## config.mk

```make
export PLATFORM = sky130hd
export DESIGN_NAME = hcs_output_port
export DESIGN_NICKNAME = d
export VERILOG_FILES = /design/src/rtl/hcs_pkg.sv /design/src/rtl/hcs_circuit_table.sv /design/src/rtl/hcs_circuit_arb.sv /design/src/rtl/hcs_packet_path.sv /design/src/rtl/hcs_output_port.sv
export SDC_FILE = /design/constraint.sdc
export NUM_CORES = 1
export LEC_CHECK = 0
export ABC_CLOCK_PERIOD_IN_PS = 9450
export BUFFER_PORTS_ARGS = -buffer_cell sky130_fd_sc_hd__buf_2
export CAP_MARGIN = 20
export CELL_PAD_IN_SITES_DETAIL_PLACEMENT = 1
export CELL_PAD_IN_SITES_GLOBAL_PLACEMENT = 1
export CORE_MARGIN = 4
export CORE_UTILIZATION = 28
export CTS_CLUSTER_SIZE = 12
export DETAILED_ROUTE_END_ITERATION = 16
export PLACE_DENSITY = 0.58
export SLEW_MARGIN = 20
export SYNTH_ARGS = -nofsm -noshare
export SYNTH_HDL_FRONTEND = slang
export SYNTH_SLANG_ARGS = --single-unit
```

## constraint.sdc

```tcl
create_clock -name clk -period 9.45 [get_ports clk]
set_input_delay 0.4725 -clock clk [delete_from_list [all_inputs] [get_ports clk]]
set_output_delay 0.4725 -clock clk [all_outputs]
set_load 0.03 [all_outputs]
```

## src/rtl/hcs_pkg.sv

```systemverilog
`timescale 1ns/1ps
package hcs_pkg;

  // Position in a circular buffer reached by stepping off slots from base.
  function automatic int ring_slot(input int base, input int off, input int depth);
    return (base + off) % depth;
  endfunction

  // Packet input may be accepted when the worst-case next fill still fits:
  // held entries, entries in the write stage, one diversion per input and
  // the packet itself.
  function automatic logic room_for_packet(input int held, input int pending,
                                           input int n_in, input int depth);
    return (held + pending + n_in + 1) <= depth;
  endfunction

endpackage

```

## src/rtl/hcs_circuit_table.sv

```systemverilog
`timescale 1ns/1ps
module hcs_circuit_table #(
  parameter int NUM_PLANES = 4,
  parameter int PORT_W     = 2,
  parameter int DEST_W     = 4,
  localparam int PLANE_W   = $clog2(NUM_PLANES)
) (
  input  logic                                 clk,
  input  logic                                 rst_n,
  input  logic                                 setup_valid,
  input  logic                                 setup_release,
  input  logic [PLANE_W-1:0]                   setup_plane,
  input  logic [PORT_W-1:0]                    setup_inport,
  input  logic [DEST_W-1:0]                    setup_dest,
  output logic [NUM_PLANES-1:0]                eff_valid,
  output logic [NUM_PLANES-1:0][PORT_W-1:0]    eff_inport,
  output logic [NUM_PLANES-1:0][DEST_W-1:0]    eff_dest
);

  logic [NUM_PLANES-1:0]             cfg_live;
  logic [NUM_PLANES-1:0][PORT_W-1:0] cfg_port;
  logic [NUM_PLANES-1:0][DEST_W-1:0] cfg_dest;

  for (genvar p = 0; p < NUM_PLANES; p++) begin : g_plane
    logic hit;
    assign hit = setup_valid && (setup_plane == PLANE_W'(p));

    // Whole entry replaced in one edge.
    always_ff @(posedge clk or negedge rst_n) begin
      if (!rst_n) begin
        cfg_live[p] <= 1'b0;
        cfg_port[p] <= '0;
        cfg_dest[p] <= '0;
      end else if (hit) begin
        cfg_live[p] <= !setup_release;
        cfg_port[p] <= setup_inport;
        cfg_dest[p] <= setup_dest;
      end
    end

    // A setup steers flits of its own cycle: no wait for the stored copy.
    assign eff_valid[p]  = hit ? !setup_release : cfg_live[p];
    assign eff_inport[p] = hit ? setup_inport   : cfg_port[p];
    assign eff_dest[p]   = hit ? setup_dest     : cfg_dest[p];
  end

endmodule

```

## src/rtl/hcs_circuit_arb.sv

```systemverilog
`timescale 1ns/1ps
module hcs_circuit_arb #(
  parameter int NUM_IN     = 4,
  parameter int NUM_PLANES = 4,
  localparam int PORT_W    = $clog2(NUM_IN),
  localparam int PLANE_W   = $clog2(NUM_PLANES)
) (
  input  logic [NUM_IN-1:0]                  cs_valid,
  input  logic [NUM_IN*PLANE_W-1:0]          cs_plane,
  input  logic [NUM_PLANES-1:0]              eff_valid,
  input  logic [NUM_PLANES-1:0][PORT_W-1:0]  eff_inport,
  output logic [NUM_IN-1:0]                  win_vec,
  output logic [NUM_IN-1:0]                  divert,
  output logic                               win_any,
  output logic [PORT_W-1:0]                  win_idx,
  output logic [PLANE_W-1:0]                 win_plane
);

  logic [NUM_IN-1:0] match;
  logic              found;

  always_comb begin
    logic [PLANE_W-1:0] pl;
    pl        = '0;
    found     = 1'b0;
    win_idx   = '0;
    win_plane = '0;
    match     = '0;
    for (int i = 0; i < NUM_IN; i++) begin
      pl       = cs_plane[i*PLANE_W +: PLANE_W];
      match[i] = cs_valid[i] && eff_valid[pl] && (eff_inport[pl] == PORT_W'(i));
      if (match[i] && (!found || pl < win_plane)) begin
        found     = 1'b1;
        win_plane = pl;
        win_idx   = PORT_W'(i);
      end
    end
  end

  assign win_any = found;
  assign win_vec = found ? (NUM_IN'(1) << win_idx) : '0;
  assign divert  = cs_valid & ~win_vec;

endmodule

```

## src/rtl/hcs_packet_path.sv

```systemverilog
`timescale 1ns/1ps
module hcs_packet_path #(
  parameter int NUM_IN   = 4,
  parameter int FLIT_W   = 16,
  parameter int DEPTH    = 8,
  localparam int PTR_W   = $clog2(DEPTH),
  localparam int CNT_W   = $clog2(DEPTH + 1),
  localparam int SLOTS   = NUM_IN + 1
) (
  input  logic                     clk,
  input  logic                     rst_n,
  input  logic                     ps_valid,
  input  logic [FLIT_W-1:0]        ps_data,
  output logic                     ps_ready,
  input  logic [NUM_IN-1:0]        divert,
  input  logic [NUM_IN*FLIT_W-1:0] cs_data,
  input  logic                     link_taken,
  output logic                     pop,
  output logic [FLIT_W-1:0]        head_data,
  output logic [CNT_W-1:0]         count
);

  // Stage 1: buffer write register, one slot per source.
  logic [SLOTS-1:0]             slot_v;
  logic [SLOTS-1:0][FLIT_W-1:0] slot_d;

  // Stage 2: allocation FIFO.
  logic [FLIT_W-1:0] mem [DEPTH];
  logic [PTR_W-1:0]  rd_ptr, wr_ptr;

  logic [SLOTS-1:0]            push_en;
  logic [SLOTS-1:0][PTR_W-1:0] push_idx;
  logic [CNT_W-1:0]            count_nxt;
  int                          pushed;
  logic                        ps_acc;

  assign ps_ready  = hcs_pkg::room_for_packet(int'(count), $countones(slot_v), NUM_IN, DEPTH);
  assign ps_acc    = ps_valid && ps_ready;
  assign head_data = mem[rd_ptr];

  always_comb begin
    int n;
    int off;
    pop = (count != '0) && !link_taken;
    n   = int'(count) - (pop ? 1 : 0);
    off = 0;
    for (int k = 0; k < SLOTS; k++) begin
      push_en[k]  = 1'b0;
      push_idx[k] = '0;
      if (slot_v[k] && n < DEPTH) begin
        push_en[k]  = 1'b1;
        push_idx[k] = PTR_W'(hcs_pkg::ring_slot(int'(wr_ptr), off, DEPTH));
        off = off + 1;
        n   = n + 1;
      end
    end
    pushed    = off;
    count_nxt = CNT_W'(n);
  end

  always_ff @(posedge clk or negedge rst_n) begin
    if (!rst_n) begin
      slot_v <= '0;
      count  <= '0;
      rd_ptr <= '0;
      wr_ptr <= '0;
    end else begin
      slot_v <= {ps_acc, divert};
      count  <= count_nxt;
      wr_ptr <= PTR_W'(hcs_pkg::ring_slot(int'(wr_ptr), pushed, DEPTH));
      if (pop) rd_ptr <= PTR_W'(hcs_pkg::ring_slot(int'(rd_ptr), 1, DEPTH));
    end
  end

  always_ff @(posedge clk) begin
    for (int k = 0; k < NUM_IN; k++) slot_d[k] <= cs_data[k*FLIT_W +: FLIT_W];
    slot_d[NUM_IN] <= ps_data;
    for (int k = 0; k < SLOTS; k++) begin
      if (push_en[k]) mem[push_idx[k]] <= slot_d[k];
    end
  end

endmodule

```

## src/rtl/hcs_output_port.sv

```systemverilog
`timescale 1ns/1ps
module hcs_output_port #(
  parameter int NUM_IN     = 4,
  parameter int NUM_PLANES = 4,
  parameter int FLIT_W     = 16,
  parameter int DEST_W     = 4,
  parameter int DEPTH      = 8,
  localparam int PORT_W    = $clog2(NUM_IN),
  localparam int PLANE_W   = $clog2(NUM_PLANES),
  localparam int CNT_W     = $clog2(DEPTH + 1)
) (
  input  logic                      clk,
  input  logic                      rst_n,
  input  logic [NUM_IN-1:0]         cs_valid,
  input  logic [NUM_IN*PLANE_W-1:0] cs_plane,
  input  logic [NUM_IN*FLIT_W-1:0]  cs_data,
  input  logic                      ps_valid,
  input  logic [FLIT_W-1:0]         ps_data,
  output logic                      ps_ready,
  input  logic                      setup_valid,
  input  logic                      setup_release,
  input  logic [PLANE_W-1:0]        setup_plane,
  input  logic [PORT_W-1:0]         setup_inport,
  input  logic [DEST_W-1:0]         setup_dest,
  output logic                      link_valid,
  output logic                      link_circuit,
  output logic [PLANE_W-1:0]        link_plane,
  output logic [DEST_W-1:0]         link_dest,
  output logic [FLIT_W-1:0]         link_data
);

  if (!(NUM_PLANES == 2 || NUM_PLANES == 4)) begin : g_bad_planes
    $error("hcs_output_port: NUM_PLANES must be 2 or 4");
  end

  logic [NUM_PLANES-1:0]             eff_valid;
  logic [NUM_PLANES-1:0][PORT_W-1:0] eff_inport;
  logic [NUM_PLANES-1:0][DEST_W-1:0] eff_dest;

  logic [NUM_IN-1:0]  win_vec;
  logic [NUM_IN-1:0]  divert;
  logic               win_any;
  logic [PORT_W-1:0]  win_idx;
  logic [PLANE_W-1:0] win_plane;

  logic               pkt_pop;
  logic [FLIT_W-1:0]  pkt_head;
  logic [CNT_W-1:0]   pkt_count;

  hcs_circuit_table #(
    .NUM_PLANES(NUM_PLANES), .PORT_W(PORT_W), .DEST_W(DEST_W)
  ) u_table (
    .clk(clk), .rst_n(rst_n),
    .setup_valid(setup_valid), .setup_release(setup_release),
    .setup_plane(setup_plane), .setup_inport(setup_inport), .setup_dest(setup_dest),
    .eff_valid(eff_valid), .eff_inport(eff_inport), .eff_dest(eff_dest)
  );

  hcs_circuit_arb #(
    .NUM_IN(NUM_IN), .NUM_PLANES(NUM_PLANES)
  ) u_arb (
    .cs_valid(cs_valid), .cs_plane(cs_plane),
    .eff_valid(eff_valid), .eff_inport(eff_inport),
    .win_vec(win_vec), .divert(divert), .win_any(win_any),
    .win_idx(win_idx), .win_plane(win_plane)
  );

  hcs_packet_path #(
    .NUM_IN(NUM_IN), .FLIT_W(FLIT_W), .DEPTH(DEPTH)
  ) u_pkt (
    .clk(clk), .rst_n(rst_n),
    .ps_valid(ps_valid), .ps_data(ps_data), .ps_ready(ps_ready),
    .divert(divert), .cs_data(cs_data), .link_taken(win_any),
    .pop(pkt_pop), .head_data(pkt_head), .count(pkt_count)
  );

  // Stage 3 / circuit stage: the link register.
  always_ff @(posedge clk or negedge rst_n) begin
    if (!rst_n) begin
      link_valid   <= 1'b0;
      link_circuit <= 1'b0;
      link_plane   <= '0;
      link_dest    <= '0;
      link_data    <= '0;
    end else if (win_any) begin
      link_valid   <= 1'b1;
      link_circuit <= 1'b1;
      link_plane   <= win_plane;
      link_dest    <= eff_dest[win_plane];
      link_data    <= cs_data[int'(win_idx)*FLIT_W +: FLIT_W];
    end else if (pkt_pop) begin
      link_valid   <= 1'b1;
      link_circuit <= 1'b0;
      link_plane   <= '0;
      link_dest    <= '0;
      link_data    <= pkt_head;
    end else begin
      link_valid   <= 1'b0;
      link_circuit <= 1'b0;
    end
  end

endmodule

```

### Word-level counts from Yosys, hierarchy flattened

Memories as Yosys holds them, arrays and structs flattened.
Index checks and enable logic that the tools add are counted.

* bits in registers: 147
* latch bits: 0
* memory bits (writable): 128
* bits in read-only memories: 0
* input bits: 105
* output and inout bits: 25
* word-level logic and storage cells: 190
* memories: 1

Memories
* u_pkt.mem: words 8, width 16, read ports 1, clocked after memory_dff 0, write ports 5, RTL line hcs_packet_path.sv:28 `logic [FLIT_W-1:0] mem [DEPTH];`

* add/subtract/negate cells: 23
* multipliers: 0
* div/mod/pow operators: 0
* order comparisons: 14
* equality and inequality tests: 6
* shift-type cells: 2
* mux-type cells: 82
* bitwise logic cells: 2
* reduce and logical (&&, ||, !) cells: 34

Operators with widths (count)
* 32-bit by 2-bit adder with 32-bit output, second input constant: 5
* 32-bit by 5-bit < comparator with 1-bit output, second input constant: 5
* 32-bit two-way mux: 4
* 64-bit by 7-bit indexed part select with 16-bit output: 1
* 4-bit two-way mux: 9
* 2-bit two-way mux: 17
* 1-bit two-way mux: 33
* 32-bit by 1-bit adder with 32-bit output: 1
* 32-bit adder: 1
* 32-bit by 4-bit adder with 32-bit output, second input constant: 1
* 5-bit by 32-bit adder with 32-bit output: 1
* 32-bit by 5-bit <= comparator with 1-bit output, second input constant: 1
* 16-bit two-way mux: 2
* 5-bit by 32-bit subtractor with 32-bit output: 1
* 3-bit two-way mux: 8
* 1-bit logical AND: 22
* 2-bit binary-select mux with 2-bit select: 4
* 2-bit by 3-bit < comparator with 1-bit output, second input constant: 5
* 3-bit adder: 4
* 1-bit binary-select mux with 2-bit select: 4
* 4-bit binary-select mux with 2-bit select: 1
* 2-bit equality test, second input constant: 4
* 3-bit by 1-bit adder with 3-bit output, second input constant: 2
* 2-bit < comparator: 3
* 15 further kinds: 24

### Depth between registers and ports, before layout

* depth in word-level cells: 41
* gate-level depth with buffers: 41
* gate-level depth less buffers: 36

### Cells and area by module

Synthesis repeated with hierarchy kept, for this count alone.

* cell total of the unflattened synthesis: 2068
* area total of the unflattened synthesis: 19842.8 µm²

By module, submodules not included
* hcs_packet_path: times used 1, cells each 1788, area an instance 16550.9 µm², seq. area each 5820.6 µm²
* hcs_output_port: times used 1, cells each 132, area an instance 1605.3 µm², seq. area each 600.6 µm²
* hcs_circuit_table: times used 1, cells each 64, area an instance 1077.3 µm², seq. area each 700.7 µm²
* hcs_circuit_arb: times used 1, cells each 84, area an instance 609.3 µm², seq. area each 0.0 µm²

### Least setup slack after synthesis

No wires, ideal clock.

* path type: input -> register
* start: input port setup_plane[1]
* end: memory u_pkt.mem[2][0] (enable)
* library setup time: 0.372 ns
* arrival: 9.297 ns
* required time: 9.078 ns
* path slack: -0.218 ns
* stages: 38
* path buffers: 4
* path through: nor3b_1 -> mux2_2 -> mux4_2 -> nand2_1 -> nand3_1 -> nor2b_1 -> clkbuf_1 -> inv_1 -> nor2_1 -> ha_1 -> and3_1 -> ha_1 -> o21ai_1 -> a21oi_2 -> inv_2 -> or3_1 -> buf_6 -> a211o_1 -> [... 2 more ...] -> ha_1 -> nand2_1 -> or3_1 -> a21boi_0 -> mux2i_1 -> nand2_1 -> a32oi_1 -> buf_2 -> xnor2_1 -> ha_1 -> inv_1 -> fa_1 -> xnor2_1 -> xnor2_1 -> nor2b_1 -> nand3b_4 -> buf_2 -> nand2_1

RTL lines
* from (decl): RTL line hcs_output_port.sv:22 `input logic [PLANE_W-1:0] setup_plane,`
* to (decl): RTL line hcs_packet_path.sv:28

==> results.md <==
- Dominant synthesized flop cell: edfxtp_1
- Clk sinks: 275
- Core area: 0.0657 mm2
- Initial cell density of the core: 0.282
- Row Count: 94
- Asr flop ratio synth: 0.244
- Pwr per Cell Area: 341 mW/mm2
- CP Data Required Time: 9.68 ns
- FF/Latch Area: 0.00712 mm2
- DR WL/cell: 25.9 um
- Worst r2r src: u_table.cfg_live[1]
- Tmin final: 8.83 ns
- Register area share after synthesis: 0.384
- Final setup vio count: 0
- DRT antenna net count: 0
- Crit-path slowest cell: nand4_4
- H-tree depth: 2
- Vias in the first global route: 15,600
- Via density: 5.36
- TritonCTS clock tree: yes
- Routed via count: 14,900
- Status: complete, no violations
- Die height: 265 um
- Area of the multi-input gates: 0.0107 mm2
- Port Buffers: 129
- R2r setup slk: 0.62 ns
- Die Footprint: 0.0705 mm2
- Most frequent CP cell: nand2_1
- Rel. slew slack: 0.346
- R2R cell count: 35
- Avg Cell Area, Syn: 10.3 um2
- CTS Buf Count: 35
- Most frequent cell after synthesis: mux2_2
- Post-synth EDFFs: 128
- Top cells by count, synth: mux2_2, nand2_1, mux2i_1
- Clk pin slew, worst setup/hold paths: 0.06 ns
- Max clock buf depth: 3
- RSZ-0062 raised after global routing: no
- Yosys reg bits: 275
- Maximum VDD drop: 0.193 mV
- Area delta synth->final: 16.5%
- Max cap viols: 0
- Final WS setup: 0.617 ns
- Mapped cell area: 0.0186 mm2
- Reg2reg end: u_pkt.mem[1][3]
- HPWL after DPL: 51,000 um
- Synth unique cells: 93
- Initial detailed-routing violation count: 998
- Clock Skew: 0.0228 ns
- Overflow left after global routing: 0
- Period utilization: 0.935
- Element type at the critical path start: flop
- Leakage: 8.86 nW
- HP Class: in -> reg
- Global Route Usage Sum: 0.199
- Final Slew Violations: 0
- Fillers: 7,315
- Post-Place Setup Slack: -0.0739 ns
- Post-Route WL: 72,000 um
- Clock Latency Late Sink: 0.57 ns
- Initial antenna violation count: 3
- F_max: 0.113 GHz
- Synth warnings: 0
- Drt first pass iters: 5
- CP arrival: 9.06 ns
- Setup CP Type: reg -> reg
- Yosys top cell by area: edfxtp_1
- Inserted Diodes: 0
- Area share of the largest cell type after synthesis: 0.207
- Max incr delay on CP: 0.49 ns
- Worst setup endpoint: u_pkt.mem[1][3]
- Worst slew pin tran: 0.954 ns
- First-pass GRT wire length: 105,000 um
- Syn Inst Count: 1,794
- Syn nets: 1,935
- Nets: 2,032
- Clock Tree Root: clkbuf_16
- IO Pins: 130
- Largest net degree at the start of global routing: 63
- Critical path origin: u_table.cfg_live[1]
- Final GP Congestion: 0.844
- CP Max Fanout: 17
- DRC violations left: 0
- Hold Fails Final Rpt: 0
- Top cells by area, synth: edfxtp_1, mux2_2, mux2i_1, dfrtp_1, dfxtp_1
- Worst setup EP type: flop
- Total power: 7.38 mW
- Layout cells sized above 1: 0.316
- Die Wd: 265 um
==> kinds of logic (layout without fill, tap and decap cells) <==
| group | after synthesis | count (layout) | synth area share |
|---|---|---|---|
| buffers and inverters | 200 | 323 | 0.0447 |
| muxes | 460 | 460 | 0.291 |
| adders and majority gates | 36 | 36 | 0.0271 |
| AOI/OAI and AO/OA | 342 | 342 | 0.117 |
| DFF | 275 | 275 | 0.384 |
| and+or+nand+nor | 445 | 445 | 0.116 |
| xor gates and xnor gates | 36 | 36 | 0.0196 |
==> flip-flops by register name (all words and copies together), names as in the netlist, 3 cells and up <==
register and flops:
u_pkt.mem 128, u_pkt.slot_d 80, link_data 16, u_table.cfg_dest 16, u_table.cfg_port 8, u_pkt.slot_v 5, link_dest 4, u_pkt.count 4
u_table.cfg_live 4, u_pkt.rd_ptr 3, u_pkt.wr_ptr 3
==> critical path: cells and delay by family, from the launching register on <==
kind,cells,cell delay [ns]
AND/OR/NAND/NOR,12,2.70
AO/OA/AOI/OAI,6,1.53
multiplexers,4,1.21
adder cells (fa/ha/maj),4,1.14
buffers and inverters,6,0.83
XOR/XNOR,3,0.64
flip-flops,1,0.44
==> final cells by class <==
class | count | share of cell area
Clock inverter | 10 | 0.00463
Sequential cell | 275 | 0.329
Multi-Input combinational cell | 1319 | 0.495
Inverter | 38 | 0.00659
Tap cell | 864 | 0.0500
Timing Repair Buffer | 222 | 0.0647
Clock buffer | 53 | 0.0495
==> stage by stage <==
stage                     TNS [ns]  std cells  instance area, um2  hold slack, ns   util
after CTS                        0       2777               21600        0.000284  0.328
after global placement           0       2698               20200           0.308  0.308
after floorplan                  0       1794               18600           0.177      -
after global routing             0       2781               21600         0.00820  0.329
final                            0       2781               21600          0.0227  0.329
after detailed placement     -1.31       2698               20200           0.311  0.308
==> worst min path at each step <==
| stage | startpoint | cells after the start | to | slack, ns |
|---|---|---|---|---|
| finish | ps_data[5] | 1 | u_pkt.slot_d[69] | 0.02 |
| global route | ps_data[5] | 1 | u_pkt.slot_d[69] | 0.008 |
| CTS | ps_data[1] | 1 | u_pkt.slot_d[65] | 0.0003 |
| detailed placement | rst_n | 1 | link_data[3] | 0.31 |
| global placement | rst_n | 1 | link_data[1] | 0.31 |
| floorplan | rst_n | 0 | link_circuit | 0.18 |
==> routing by layer <==
metal  vias up  track usage  wire (um)
met2       413        0.325      33300
li1       6766            -          -
met5         -            0         13
met4         2       0.0605       2090
met1      7614        0.273      32900
met3       111       0.0311       3770
==> cell usage in the layout (no fill, tap or decap), types with 21 or more instances in the layout <==
cell type,n
edfxtp_1,128
nand3_1,26
inv_1,37
buf_4,77
mux4_2,33
nor2_1,120
buf_2,128
dfxtp_1,80
mux2_2,238
ha_1,29
dfrtp_1,66
a21oi_1,74
clkbuf_16,37
mux2i_1,169
nand2_1,185
a31oi_1,25
o21ai_0,129
o211ai_1,21
a211oi_1,22
==> power by group <==
| part | switching (mW) | total [mW] | internal [mW] |
|---|---|---|---|
| Clock | 0.559 | 1.37 | 0.816 |
| Combinational | 2.32 | 3.97 | 1.65 |
| Sequential | 0.230 | 2.03 | 1.80 |
==> timing repair <==
item,CTS,global route
hold buffers,16,0
gates resized for setup,0,12
setup buffers,0,4
endpoints found under the hold margin,20,0
endpoints found under the setup margin,0,241
Power figures use the tool's default switching activity.
